===== config.mk =====
export PLATFORM = sky130hd
export DESIGN_NAME = fmon_status
export DESIGN_NICKNAME = d
export VERILOG_FILES = /design/src/rtl/fmon_pkg.sv /design/src/rtl/fmon_ready_track.sv /design/src/rtl/fmon_wof_ctr.sv /design/src/rtl/fmon_fault_merge.sv /design/src/rtl/fmon_status.sv
export SDC_FILE = /design/constraint.sdc
export NUM_CORES = 1
export LEC_CHECK = 0
export BUFFER_PORTS_ARGS = -buffer_cell sky130_fd_sc_hd__buf_2
export CORE_AREA = 2 2 45 64
export CTS_CLUSTER_SIZE = 14
export DETAILED_ROUTE_END_ITERATION = 7
export DIE_AREA = 0 0 47 66
export PLACE_DENSITY = 0.81
export SYNTH_ARGS = -nofsm -noshare
export SYNTH_HDL_FRONTEND = slang
export SYNTH_SLANG_ARGS = --single-unit
export TNS_END_PERCENT = 5

===== constraint.sdc =====
create_clock -name clk -period 8 [get_ports clk]
set_input_delay 1.2 -clock clk [delete_from_list [all_inputs] [get_ports clk]]
set_output_delay 1.2 -clock clk [all_outputs]
set_load 0.02 [all_outputs]

===== src/rtl/fmon_pkg.sv =====
// Package fmon_pkg
// Shared encoding of the ready/busy line pair. Error is the combination
// ready=1, busy=1; no other wire carries it.
package fmon_pkg;

    typedef struct packed {
        logic rdy;
        logic bsy;
    } fm_pair_t;

    // Map readiness and error onto the two lines; error overrides readiness.
    function automatic fm_pair_t fm_encode(input logic ready, input logic err);
        fm_pair_t p;
        if (err) begin
            p.rdy = 1'b1;
            p.bsy = 1'b1;
        end else begin
            p.rdy = ready;
            p.bsy = ~ready;
        end
        return p;
    endfunction

endpackage


===== src/rtl/fmon_ready_track.sv =====
// Module fmon_ready_track
// Keeps the latched readiness conditions and forms their AND together
// with the configuration-done levels. The ready bit is cleared by
// power-on and hard reset; the alignment and pipeline flags are also
// cleared by L1 reset. A clear wins over a set strobe in the same cycle.
// Assumes strobes and reset pulses are synchronous to clk.
// ready_nxt is the readiness the block holds after the coming edge.
module fmon_ready_track #(
    parameter int N_CFG = 3
) (
    input  logic             clk,
    input  logic             rst_n,
    input  logic             hard_rst,
    input  logic             l1_rst,
    input  logic [N_CFG-1:0] cfg_done,
    input  logic             ready_set,
    input  logic             align_done,
    input  logic             pipe_filled,
    output logic             ready_nxt
);
    logic rbit_q, align_q, pipe_q;
    logic rbit_d, align_d, pipe_d;
    logic clr_soft, clr_hard;

    // Which clears apply this cycle.
    always_comb begin
        clr_hard = hard_rst;
        clr_soft = hard_rst | l1_rst;
    end

    // Next value of each latched condition, clear before set.
    always_comb begin
        rbit_d  = clr_hard ? 1'b0 : (rbit_q  | ready_set);
        align_d = clr_soft ? 1'b0 : (align_q | align_done);
        pipe_d  = clr_soft ? 1'b0 : (pipe_q  | pipe_filled);
    end

    // Condition registers with power-on clear.
    always_ff @(posedge clk) begin
        if (!rst_n) begin
            rbit_q  <= 1'b0;
            align_q <= 1'b0;
            pipe_q  <= 1'b0;
        end else begin
            rbit_q  <= rbit_d;
            align_q <= align_d;
            pipe_q  <= pipe_d;
        end
    end

    // Readiness seen after the edge.
    always_comb ready_nxt = (&cfg_done) & rbit_d & align_d & pipe_d;


    l1rst_keeps_rbit_chk: assert property (@(posedge clk) disable iff (!rst_n)
        (l1_rst && !hard_rst && rbit_q) |=> rbit_q);


    hardrst_clears_chk: assert property (@(posedge clk) disable iff (!rst_n)
        hard_rst |=> (!rbit_q && !align_q && !pipe_q));


    clear_wins_chk: assert property (@(posedge clk) disable iff (!rst_n)
        (l1_rst && align_done) |=> !align_q);

endmodule


===== src/rtl/fmon_wof_ctr.sv =====
// Module fmon_wof_ctr
// Counts outstanding events (L1 accepts minus events shipped) and derives
// the warning-overflow flag with hysteresis: set at or above hi, clear
// below lo, hold in between. The count saturates at both ends.
// Assumes lo <= hi; clr is a synchronous pulse.
module fmon_wof_ctr #(
    parameter int CNT_W = 8
) (
    input  logic             clk,
    input  logic             rst_n,
    input  logic             clr,
    input  logic             l1a,
    input  logic             evt_sent,
    input  logic [CNT_W-1:0] hi,
    input  logic [CNT_W-1:0] lo,
    output logic             wof_q
);
    localparam logic [CNT_W-1:0] CNT_MAX = {CNT_W{1'b1}};

    logic [CNT_W-1:0] cnt_q, cnt_d;
    logic             wof_d;

    // Saturating up/down step of the outstanding count.
    always_comb begin
        cnt_d = cnt_q;
        if (clr) begin
            cnt_d = '0;
        end else if (l1a && !evt_sent) begin
            if (cnt_q != CNT_MAX) cnt_d = cnt_q + 1'b1;
        end else if (evt_sent && !l1a) begin
            if (cnt_q != '0) cnt_d = cnt_q - 1'b1;
        end
    end

    // Hysteresis decision on the updated count.
    always_comb begin
        if (clr)             wof_d = 1'b0;
        else if (cnt_d >= hi) wof_d = 1'b1;
        else if (cnt_d < lo)  wof_d = 1'b0;
        else                  wof_d = wof_q;
    end

    // Count and flag registers.
    always_ff @(posedge clk) begin
        if (!rst_n) begin
            cnt_q <= '0;
            wof_q <= 1'b0;
        end else begin
            cnt_q <= cnt_d;
            wof_q <= wof_d;
        end
    end


    cnt_step_up_chk: assert property (@(posedge clk) disable iff (!rst_n)
        (l1a && !evt_sent && !clr && cnt_q != CNT_MAX) |=> cnt_q == $past(cnt_q) + 1'b1);


    cnt_no_underflow_chk: assert property (@(posedge clk) disable iff (!rst_n)
        (evt_sent && !l1a && !clr && cnt_q == '0) |=> cnt_q == '0);


    wof_high_chk: assert property (@(posedge clk) disable iff (!rst_n)
        ($past(rst_n) && !$past(clr) && $stable(hi) && cnt_q >= hi) |-> wof_q);


    clr_empties_chk: assert property (@(posedge clk) disable iff (!rst_n)
        clr |=> (cnt_q == '0 && !wof_q));

endmodule


===== src/rtl/fmon_fault_merge.sv =====
// Module fmon_fault_merge
// Reduces the link signal-detect levels to one error condition and the
// per-device out-of-sync flags to one OR. Purely combinational.
module fmon_fault_merge #(
    parameter int N_LINK = 4,
    parameter int N_OSY  = 5
) (
    input  logic [N_LINK-1:0] link_sd,
    input  logic [N_OSY-1:0]  osy_flags,
    output logic              link_err,
    output logic              osy_any
);
    // Any lost link is an error; any flagged device is out of sync.
    always_comb begin
        link_err = ~(&link_sd);
        osy_any  = |osy_flags;
    end
endmodule


===== src/rtl/fmon_status.sv =====
// Module fmon_status
// Top of the fast-monitoring status encoder. Combines readiness, link
// error, out-of-sync and overflow warning into four registered lines.
// Assumes all inputs are synchronous to clk; rst_n is the power-on reset.
module fmon_status
    import fmon_pkg::*;
#(
    parameter int N_CFG  = 3,
    parameter int N_LINK = 4,
    parameter int N_OSY  = 5,
    parameter int CNT_W  = 8
) (
    input  logic              clk,
    input  logic              rst_n,
    input  logic              hard_rst,
    input  logic              l1_rst,
    input  logic [N_CFG-1:0]  cfg_done,
    input  logic              ready_set,
    input  logic              align_done,
    input  logic              pipe_filled,
    input  logic [N_LINK-1:0] link_sd,
    input  logic [N_OSY-1:0]  osy_flags,
    input  logic              l1a,
    input  logic              evt_sent,
    input  logic [CNT_W-1:0]  wof_hi,
    input  logic [CNT_W-1:0]  wof_lo,
    output logic              fm_rdy,
    output logic              fm_bsy,
    output logic              fm_wof,
    output logic              fm_osy
);
    logic     ready_nxt, link_err, osy_any, wof_q, osy_q;
    fm_pair_t pair_q;

    fmon_ready_track #(.N_CFG(N_CFG)) u_ready (
        .clk(clk), .rst_n(rst_n), .hard_rst(hard_rst), .l1_rst(l1_rst),
        .cfg_done(cfg_done), .ready_set(ready_set), .align_done(align_done),
        .pipe_filled(pipe_filled), .ready_nxt(ready_nxt)
    );

    fmon_fault_merge #(.N_LINK(N_LINK), .N_OSY(N_OSY)) u_fault (
        .link_sd(link_sd), .osy_flags(osy_flags),
        .link_err(link_err), .osy_any(osy_any)
    );

    fmon_wof_ctr #(.CNT_W(CNT_W)) u_wof (
        .clk(clk), .rst_n(rst_n), .clr(hard_rst | l1_rst), .l1a(l1a),
        .evt_sent(evt_sent), .hi(wof_hi), .lo(wof_lo), .wof_q(wof_q)
    );

    // Output registers for the line pair and out-of-sync.
    always_ff @(posedge clk) begin
        if (!rst_n) begin
            pair_q <= '{rdy: 1'b0, bsy: 1'b1};
            osy_q  <= 1'b0;
        end else begin
            pair_q <= fm_encode(ready_nxt, link_err);
            osy_q  <= osy_any;
        end
    end

    // Drive the ports.
    always_comb begin
        fm_rdy = pair_q.rdy;
        fm_bsy = pair_q.bsy;
        fm_wof = wof_q;
        fm_osy = osy_q;
    end


    link_err_code_chk: assert property (@(posedge clk) disable iff (!rst_n)
        ($past(rst_n) && !$past(&link_sd)) |-> (fm_rdy && fm_bsy));


    busy_inverse_chk: assert property (@(posedge clk) disable iff (!rst_n)
        ($past(rst_n) && $past(&link_sd)) |-> (fm_bsy == !fm_rdy));


    osy_or_chk: assert property (@(posedge clk) disable iff (!rst_n)
        $past(rst_n) |-> (fm_osy == $past(|osy_flags)));

endmodule


==> results_dict.tcl <==
set metrics [dict create \
    outcome "complete, no violations" \
    hp-class "reg -> reg" \
    drcViolationCount 0 \
    die_height_um 66 \
    async_reset_ff_frac 0 \
    maxCapViolations 0 \
    worst_ep_required_time_ps 8220 \
    layout.nets 269 \
    startpoint_type "input port" \
    place.gp.congestion 0.954 \
    cts_hold_buf 0 \
    synth_seq_cells 15 \
    start_util 0.525 \
    antenna_left 0 \
    area_growth_pct 17.9 \
    slew_violations 0 \
    power_density_nw_per_um2 101 \
    numCtsBuffers 3 \
    min_period_ps 3540 \
    finalSetupTns_ps 0 \
    first_pass_iters 4 \
    core_um2 2530 \
    die_x_um 47 \
    p_leak_nw 0.778 \
    worstMarginPinSlew_ps 480 \
    period_share 0.443 \
    power.total_mw 0.158 \
    clk_path_buf_depth 2 \
    syn_area_um2 1330 \
    routed_wirelength_mm 3.05 \
    clock_skew_ps 7.22 \
    avgRoutedWirePerCell_um 12.3 \
    crit_chain "buf_2, nor3b_2, nand2_1, o41ai_1, o211a_1, ha_1, and4_1, nand4_1, a2111oi_0, o31ai_1, a21oi_1" \
    hold_violations 0 \
    maxSlewHeadroom 0.676 \
    cts_tree "done" \
    vias 1384 \
    peakVddDrop_mv 0.0821 \
    yosysUniqueCellTypes 48 \
    syn_inst 176 \
    postCtsSetupBuffers 0 \
    ctsResizeCount 0 \
    cpMaxStageDelayCell "a2111oi_0" \
    clock_sinks 15 \
    critPathMaxFanout 7 \
    diodes 0 \
    crit_path_end_kind "register" \
    clk_pin_slew_worst_paths_ps 100 \
    synth_ff_type "dfxtp_1" \
    first_iter_violations 45 \
    max_freq_mhz 282 \
    layout-drive-gt1-share 0.225 \
    htreeDepth 1 \
    die-area_um2 3100 \
    synth.avg_cell_area_um2 7.56 \
    max_stage_delay_ps 400 \
    grt_antenna_before_repair 0 \
    synth_nets 231 \
    root_buffer "clkbuf_4" \
    rsz0062_at_grt "no" \
    num_io_pins 41 \
    clock_latency_ps 290 \
    hpwlAfterDp_mm 2.50 \
    yosysSeqAreaShare 0.226 \
    rows 22 \
    vias_per_cell 5.56 \
    crit_arrival_ps 3760 \
    io_buffer_count 40 \
    grt.overflow.total 0 \
    grt_pass1_vias 1293 \
    grt_max_degree 12 \
    synth_warnings 0 \
    criticalPathCategory "in -> reg" \
    synth_edf_count 0 \
    finalSetupViolCount 0 \
    fin_hold_ws_ps 462 \
    grt.total_usage 0.222 \
    grt_pass1_wl_mm 5.17 \
]
[report_power, final]
part / switching, mW / internal [mW] / total, mW
Sequential: 0.00132 / 0.0763 / 0.0776
Clock: 0.0258 / 0.0186 / 0.0443
Combinational: 0.0193 / 0.0169 / 0.0362
Total: 0.0464 / 0.112 / 0.158
[through the flow]
step / std cells / worst slack, ps / utilization / instance area, um2
after CTS: 249 / 4440 / 0.619 / 1570
after global routing: 249 / 4020 / 0.619 / 1570
after detailed placement: 245 / 4150 / 0.608 / 1540
final: 249 / 4460 / 0.619 / 1570
after floorplan: 176 / 4550 / - / 1330
after global placement: 245 / 4250 / 0.608 / 1540
[area by class of cell]
cell class / instances / area [um2]
Timing Repair Buffer: 40 / 200
Tap cell: 36 / 45.0
Multi-Input combinational cell: 135 / 923
Sequential cell: 15 / 300
Fill cell: 259 / 965
Clock inverter: 1 / 5.00
Inverter: 19 / 71.3
Clock buffer: 3 / 22.5
[kinds of logic (layout without fill, tap and decap cells)]
family,Yosys count,in the layout,synth area share
DFF,15,15,0.226
xor gates and xnor gates,4,4,0.0263
buffers and inverters,26,63,0.0800
adders and majority gates,18,18,0.169
and+or+nand+nor,67,67,0.251
muxes,2,2,0.0151
AOI/OAI and AO/OA,44,44,0.232
[layout by cell type, fill, tap and decap left out, types with 3 or more instances in the layout]
cell	instances
a21oi_1	13
buf_2	40
clkbuf_4	3
dfxtp_1	15
ha_1	18
inv_1	19
nand2_1	13
nand3_1	6
nand4_1	3
nor2_1	26
nor2b_1	3
o21ai_0	4
[metal layers]
layer | GRT usage | vias to the layer above | wire, um
met5 | 0 | - | 0
met4 | 0.101 | 0 | 87
met3 | 0.0328 | 11 | 144
met2 | 0.375 | 46 | 1560
met1 | 0.263 | 621 | 1260
li1 | - | 706 | -
[critical path: cells and delay by family]
family,cells,cell delay [ps]
adders and majority gates,1,160
and+or+nand+nor,4,940
buffers and inverters,1,130
AOI/OAI and AO/OA,5,1310
[state kept, by name, indices dropped and copies added (netlist names)]
register,cells
u_wof.cnt_q,8
fm_bsy,1
fm_osy,1
fm_rdy,1
u_ready.align_q,1
u_ready.pipe_q,1
u_ready.rbit_q,1
u_wof.wof_q,1
[synthesized netlist by cell type, drive strengths merged (2+ instances only)]
library cell  count  area share
nor2b             3       0.014
xor2              2       0.013
nor2             26       0.073
mux2i             2       0.015
nand4             3       0.014
or2               2      0.0094
xnor2             2       0.013
o211ai            2       0.011
nand3             6       0.023
ha               18        0.17
nand2b            2      0.0094
a21oi            13       0.049
or3               2      0.0094
or4               2       0.011
o21a              2       0.011
inv              19       0.054
nand2            13       0.037
and4              2       0.013
dfxtp            15        0.23
o2111ai           2       0.013
a31oi             2      0.0094
a21o              2       0.011
o21ai             5       0.019
o31ai             2       0.011
clkbuf            5       0.014
buf               2       0.012
[path summary, 6_finish.rpt]
check | start | end | slack, ps | cells after the start
worst max-delay path | l1a | u_wof.wof_q$_SDFFE_PP0P_ | 4460 | 11
worst min-delay path | u_ready.align_q$_SDFF_PN0_ | u_ready.align_q$_SDFF_PN0_ | 460 | 2
worst max register to register | u_wof.cnt_q[0]$_SDFF_PN0_ | u_wof.wof_q$_SDFFE_PP0P_ | 4740 | 12
worst min register to register | u_ready.align_q$_SDFF_PN0_ | u_ready.align_q$_SDFF_PN0_ | 460 | 2
Note: power is estimated with default switching activity, not from simulation.
